## src/rtl/prescaled_timer_pkg.sv

```systemverilog
package prescaled_timer_pkg;
  // strobes from control to datapath
  typedef struct packed {
    logic load;   // copy reload into counter, clear prescaler phase
    logic dec;    // count down by one
    logic zero;   // force counter to zero
  } tmrStrobe_t;
endpackage

```

## src/rtl/prescaled_timer_datapath.sv

```systemverilog
module prescaled_timer_datapath
  import prescaled_timer_pkg::*;
#(
  parameter int BYTE_W    = 8,
  parameter int DIV_W     = 4,
  parameter int MAX_SHIFT = 12,
  localparam int CNT_W    = 2 * BYTE_W,
  localparam int PRE_W    = MAX_SHIFT
) (
  input  logic              clk,
  input  logic              rstN,
  input  logic              refTick,
  input  logic [BYTE_W-1:0] wrByte,
  input  logic              wrReloadLo,
  input  logic              wrReloadHi,
  input  logic [DIV_W-1:0]  divIn,
  input  logic              wrDivider,
  input  tmrStrobe_t        str,
  output logic              tick,
  output logic              lastStep,
  output logic [CNT_W-1:0]  count
);
  logic [CNT_W-1:0] reloadVal;
  logic [DIV_W-1:0] divCode;
  logic [PRE_W-1:0] preCnt;
  logic [PRE_W-1:0] preMask;
  int               shiftSel;

  always_ff @(posedge clk) begin
    if (!rstN) begin
      reloadVal <= '0;
      divCode   <= '0;
    end else begin
      if (wrReloadLo) reloadVal[BYTE_W-1:0]     <= wrByte;
      if (wrReloadHi) reloadVal[CNT_W-1:BYTE_W] <= wrByte;
      if (wrDivider)  divCode                   <= divIn;
    end
  end

  // codes above MAX_SHIFT saturate at the largest division
  always_comb begin
    shiftSel = (int'(divCode) > MAX_SHIFT) ? MAX_SHIFT : int'(divCode);
    for (int i = 0; i < PRE_W; i++) preMask[i] = (i < shiftSel);
  end

  assign tick     = refTick && ((preCnt & preMask) == preMask);
  assign lastStep = (count <= CNT_W'(1));

  always_ff @(posedge clk) begin
    if (!rstN)         preCnt <= '0;
    else if (str.load) preCnt <= '0;
    else if (refTick)  preCnt <= preCnt + PRE_W'(1);
  end

  always_ff @(posedge clk) begin
    if (!rstN)         count <= '0;
    else if (str.load) count <= reloadVal;
    else if (str.zero) count <= '0;
    else if (str.dec)  count <= count - CNT_W'(1);
  end


  count_no_rise_chk: assert property (@(posedge clk) disable iff (!rstN)
    !$past(str.load) |-> (count <= $past(count)));


  count_needs_ref_chk: assert property (@(posedge clk) disable iff (!rstN)
    (!$past(refTick) && !$past(str.load)) |-> $stable(count));


  reload_write_isolated_chk: assert property (@(posedge clk) disable iff (!rstN)
    ($past(wrReloadLo || wrReloadHi) && !$past(str.load) && !$past(refTick)) |-> $stable(count));
endmodule

```

## src/rtl/prescaled_timer_ctrl.sv

```systemverilog
module prescaled_timer_ctrl
  import prescaled_timer_pkg::*;
(
  input  logic       clk,
  input  logic       rstN,
  input  logic [2:0] ctlBits,
  input  logic       wrControl,
  input  logic       wrStatus,
  input  logic       tick,
  input  logic       lastStep,
  output tmrStrobe_t str,
  output logic       timerFlag,
  output logic       timerIrq,
  output logic       running
);
  logic modeFree;
  logic irqEn;
  logic startReq;
  logic canRun;
  logic expire;

  assign startReq = wrControl && ctlBits[0];
  assign canRun   = running && !timerFlag;
  assign expire   = canRun && tick && lastStep;

  always_comb begin
    str.load = (startReq && !timerFlag) || (expire && modeFree);
    str.zero = expire && !modeFree;
    str.dec  = canRun && tick && !lastStep;
  end

  always_ff @(posedge clk) begin
    if (!rstN) begin
      modeFree  <= 1'b0;
      irqEn     <= 1'b0;
      running   <= 1'b0;
      timerFlag <= 1'b0;
    end else begin
      if (wrControl) begin
        modeFree <= ctlBits[1];
        irqEn    <= ctlBits[2];
        if (!ctlBits[0])     running <= 1'b0;
        else if (!timerFlag) running <= 1'b1;
      end else if (expire && !modeFree) begin
        running <= 1'b0;
      end
      // expiry wins over a clear in the same cycle
      if (expire)                      timerFlag <= 1'b1;
      else if (wrStatus && ctlBits[0]) timerFlag <= 1'b0;
    end
  end

  assign timerIrq = timerFlag && irqEn;


  flag_needs_run_chk: assert property (@(posedge clk) disable iff (!rstN)
    $rose(timerFlag) |-> $past(running));


  flag_clear_src_chk: assert property (@(posedge clk) disable iff (!rstN)
    $fell(timerFlag) |-> $past(wrStatus && ctlBits[0]));


  oneshot_stop_chk: assert property (@(posedge clk) disable iff (!rstN)
    ($rose(timerFlag) && $past(!modeFree) && $past(!wrControl)) |-> !running);


  start_blocked_chk: assert property (@(posedge clk) disable iff (!rstN)
    ($past(timerFlag) && $past(startReq)) |-> (running == $past(running)));
endmodule

```

## src/rtl/prescaled_timer.sv

```systemverilog
module prescaled_timer
  import prescaled_timer_pkg::*;
#(
  parameter int BYTE_W    = 8,
  parameter int DIV_W     = 4,
  parameter int MAX_SHIFT = 12,
  localparam int CNT_W    = 2 * BYTE_W
) (
  input  logic              clk,
  input  logic              rstN,
  input  logic              refTick,
  input  logic [BYTE_W-1:0] wrData,
  input  logic              wrReloadLo,
  input  logic              wrReloadHi,
  input  logic              wrDivider,
  input  logic              wrControl,
  input  logic              wrStatus,
  output logic [CNT_W-1:0]  count,
  output logic              timerFlag,
  output logic              timerIrq,
  output logic              running
);
  tmrStrobe_t str;
  logic       tick;
  logic       lastStep;

  prescaled_timer_datapath #(
    .BYTE_W(BYTE_W), .DIV_W(DIV_W), .MAX_SHIFT(MAX_SHIFT)
  ) u_dp (
    .clk(clk), .rstN(rstN), .refTick(refTick), .wrByte(wrData),
    .wrReloadLo(wrReloadLo), .wrReloadHi(wrReloadHi),
    .divIn(wrData[DIV_W-1:0]), .wrDivider(wrDivider), .str(str),
    .tick(tick), .lastStep(lastStep), .count(count)
  );

  prescaled_timer_ctrl u_ctrl (
    .clk(clk), .rstN(rstN), .ctlBits(wrData[2:0]), .wrControl(wrControl),
    .wrStatus(wrStatus), .tick(tick), .lastStep(lastStep), .str(str),
    .timerFlag(timerFlag), .timerIrq(timerIrq), .running(running)
  );


  irq_tracks_flag_chk: assert property (@(posedge clk) disable iff (!rstN)
    timerIrq |-> timerFlag);
endmodule

```

## config.mk

```make
export PLATFORM = sky130hd
export DESIGN_NAME = prescaled_timer
export DESIGN_NICKNAME = d
export VERILOG_FILES = /design/src/rtl/prescaled_timer_pkg.sv /design/src/rtl/prescaled_timer_datapath.sv /design/src/rtl/prescaled_timer_ctrl.sv /design/src/rtl/prescaled_timer.sv
export SDC_FILE = /design/constraint.sdc
export NUM_CORES = 1
export LEC_CHECK = 0
export CORE_ASPECT_RATIO = 0.75
export CORE_MARGIN = 10
export CORE_UTILIZATION = 51
export DETAILED_ROUTE_END_ITERATION = 6
export GPL_TIMING_DRIVEN = 0
export MAX_ROUTING_LAYER = met4
export PLACE_DENSITY_LB_ADDON = 0.1
export SLEW_MARGIN = 20
export SYNTH_ARGS = -nofsm -noshare
export SYNTH_HDL_FRONTEND = slang
export SYNTH_SLANG_ARGS = --single-unit
```

## constraint.sdc

```tcl
create_clock -name clk -period 6.8 [get_ports clk]
set_input_delay 1.36 -clock clk [delete_from_list [all_inputs] [get_ports clk]]
set_output_delay 1.36 -clock clk [all_outputs]
set_load 0.05 [all_outputs]
```

==> reports/results.tsv, run 1 <==
metric	value	unit
hp-class	flip-flop to flip-flop	
cts_buffers	5	
drc	0	
rsz0062_at_grt	false	
syn_area_per_cell	8.47	um2
path_clk_slew	100	ps
synth-edff-count	0	
clock-root-buffer	clkbuf_8	
vias	2457	
muxShareOfSynthArea	0.0885	
critPathRequiredTime	7000	ps
worstPathMaxFanout	10	
antenna_left	0	
drt_iter0_drc	164	
synth-adder-area-share	0.0174	
fin_cells	431	
yosysSeqAreaShare	0.382	
tritoncts	done	
worst_slew_margin_rel	0.351	
num_rows	22	
grt_pass1_vias	2202	
synthSimpleGateAreaFrac	0.235	
synth.distinct_cells	52	
antenna_found_initial	0	
drt_pass1_iterations	5	
start_kind	input pin	
maxCapViolCount	0	
setup_viol	0	
grt_pass1_wl	11300	um
synth_top_family_by_area	simple AND/OR/NAND/NOR gates	
wl_per_cell	16.3	um
grt-ovfl-total	0	
drive_above_1_share	0.0669	
worstMarginPinSlew	960	ps
cts_hold_buf	0	
arrival	3270	ps
crit_type	input pin to flip-flop	
yosysTopAreaCellShare	0.382	
ys.flop_type	dfxtp_1	
peakVddDrop	104	uV
core_area	5040	um2
yosys_warnings	0	
die_y	83.3	um
cts_resized	0	
initial_utilization	0.541	
h-tree-depth	2	
yosys.area.top_type	dfxtp_1	
period_share	0.452	
ios	35	
die-area	8700	um2
post_cts_buffers	0	
timing.fmax	0.325	GHz
fin_setup_tns	0	ps
dp.cells	423	
finalNetCount	377	
synth_compound_area_frac	0.178	
drv_slew	0	
synthXorXnorAreaFrac	0.0482	
grt_usage	0.158	
crit_path_end_kind	flip-flop	
fin_skew	9.28	ps
port_buffers	29	
synth_area_leaders	dfxtp_1 (38%), mux2i_1 (8.4%), nor2b_1 (6.0%)	
hold_violations	0	
grt_max_degree	18	
clkSinkCount	52	
hpwl	5340	um
synth-async-reset-ratio	0	
syn-num-nets	341	
synth_area	2730	um2
die_x	104	um
p_leak	0.00116	uW
syn_inst	322	
worstSkewPairLatency	320	ps
area_delta_synth_final	17.2	%
gp_congestion	0.840	
regToRegSetupSlack	4180	ps
antennaDiodeCount	0	
layout_min_cycle_time	3080	ps
p_per_area	216	nW/um2
viasPerCell	5.70	
ys_ff_latch	52	
cts_buffer_depth	2	
outcome	finished clean	
routed_wl	7030	um
==> worst max-delay path: stages <==
cell,delay (ps)
clkdlybuf4s50_1,560
and3_1,220
clkbuf_1,150
a41oi_1,400
clkbuf_1,290
nand2b_1,200
a21oi_1,80
==> Yosys cell counts (3+ instances only) <==
| cell type | number |
|---|---|
| a21oi_1 | 27 |
| clkbuf_1 | 15 |
| dfxtp_1 | 52 |
| ha_1 | 3 |
| inv_1 | 8 |
| mux2i_1 | 23 |
| nand2_1 | 11 |
| nand2b_1 | 14 |
| nand3_1 | 7 |
| nand4_1 | 6 |
| nor2_1 | 27 |
| nor2b_1 | 26 |
| nor3_1 | 5 |
| o21ai_0 | 29 |
| o21ai_1 | 4 |
| o221ai_1 | 3 |
| o31ai_1 | 4 |
| xnor2_1 | 5 |
| xor2_1 | 10 |
==> registers in the layout (all words and copies together), names as in the netlist <==
| name | count |
|---|---|
| u_ctrl.irqEn | 1 |
| u_ctrl.timerFlag | 1 |
| u_ctrl.modeFree | 1 |
| u_dp.count | 16 |
| u_ctrl.running | 1 |
| u_dp.divCode | 4 |
| u_dp.preCnt | 12 |
| u_dp.reloadVal | 16 |
==> report_power, final <==
part,internal [uW],switching [uW],total (uW)
clock network,73.3,111,184
registers,320,16.5,336
logic,70.2,99.1,169
==> per-layer routing <==
metal	part of all wire	track usage
met1	0.51	0.226
met2	0.40	0.211
met3	0.083	0.0448
met4	0.0053	0.0338
met5	0	-
==> stage by stage <==
stage / setup WS [ps] / hold slack (ps) / util / cell area (um2) / power [uW]
6_report: 3720 / 498 / 0.635 / 3200 / 690
5_1_grt: 3550 / 519 / 0.635 / 3200 / 719
4_1_cts: 3750 / 497 / 0.635 / 3200 / 689
3_5_place_dp: 3420 / 479 / 0.617 / 3110 / 511
3_3_place_gp: 3470 / 460 / 0.617 / 3110 / 506
2_1_floorplan: 3900 / 443 / - / 2730 / 462
==> area by class of cell <==
type,instances,area [um2]
clock inverter,3,21.3
buffer,22,108
tap,72,90.1
clock buffer,5,68.8
fill,452,1840
multi-input combinational,239,1550
inverter,9,33.8
sequential,52,1040
timing repair buffer,29,290
==> cells in the final DEF, fill, tap and decap left out, drive strengths merged, types with 2 or more instances in the layout <==
cell	count
nor2b	26
nand2	11
o211ai	2
or4	3
nor3	5
nor4b	2
buf	6
nand3	7
clkdlybuf4s50	29
nor2	27
and3	2
o21ai	33
nand4	6
xnor2	5
nor4	2
a21oi	27
nand2b	14
inv	10
a41oi	2
o31ai	4
o221ai	3
ha	3
xor2	10
mux2i	23
or3	3
and2	2
dfxtp	52
clkbuf	21
==> final timing paths <==
path,endpoint,startpoint,cells past startpoint
worst max-delay path,u_dp.count[15]$_SDFFE_PN0P_,wrData[0],7
worst min-delay path,u_dp.count[12]$_SDFFE_PN0P_,u_dp.reloadVal[12]$_SDFFE_PN0P_,2
worst max register to register,u_dp.count[15]$_SDFFE_PN0P_,u_dp.count[0]$_SDFFE_PN0P_,8
worst min register to register,u_dp.count[12]$_SDFFE_PN0P_,u_dp.reloadVal[12]$_SDFFE_PN0P_,2
==> kinds of logic (layout without fill, tap and decap cells) <==
| group | Yosys count | after routing |
|---|---|---|
| adder cells (fa/ha/maj) | 4 | 4 |
| XOR/XNOR | 15 | 15 |
| buffers and inverters | 31 | 68 |
| flip-flops | 52 | 52 |
| AO/OA/AOI/OAI | 81 | 81 |
| AND/OR/NAND/NOR | 115 | 115 |
| multiplexers | 24 | 24 |
(Power assumes the default switching activity.)
==> run 2, diff against run 1 <==
clock period = 3 ns   (was 6.8 ns; I/O delays follow)
==> results of run 2 <==
Same layout as run 1 (identical final DEF). Status: finished clean.
Among the figures that moved: setup slack after placement 3420 ps -> 383 ps; setup slack after layout 3720 ps -> 375 ps; start point of the critical path wrData[0] -> u_dp.count[0]$_SDFFE_PN0P_; register-to-register setup slack 4180 ps -> 380 ps; total power 690 uW -> 1560 uW; worst IR drop on VDD 104 uV -> 236 uV
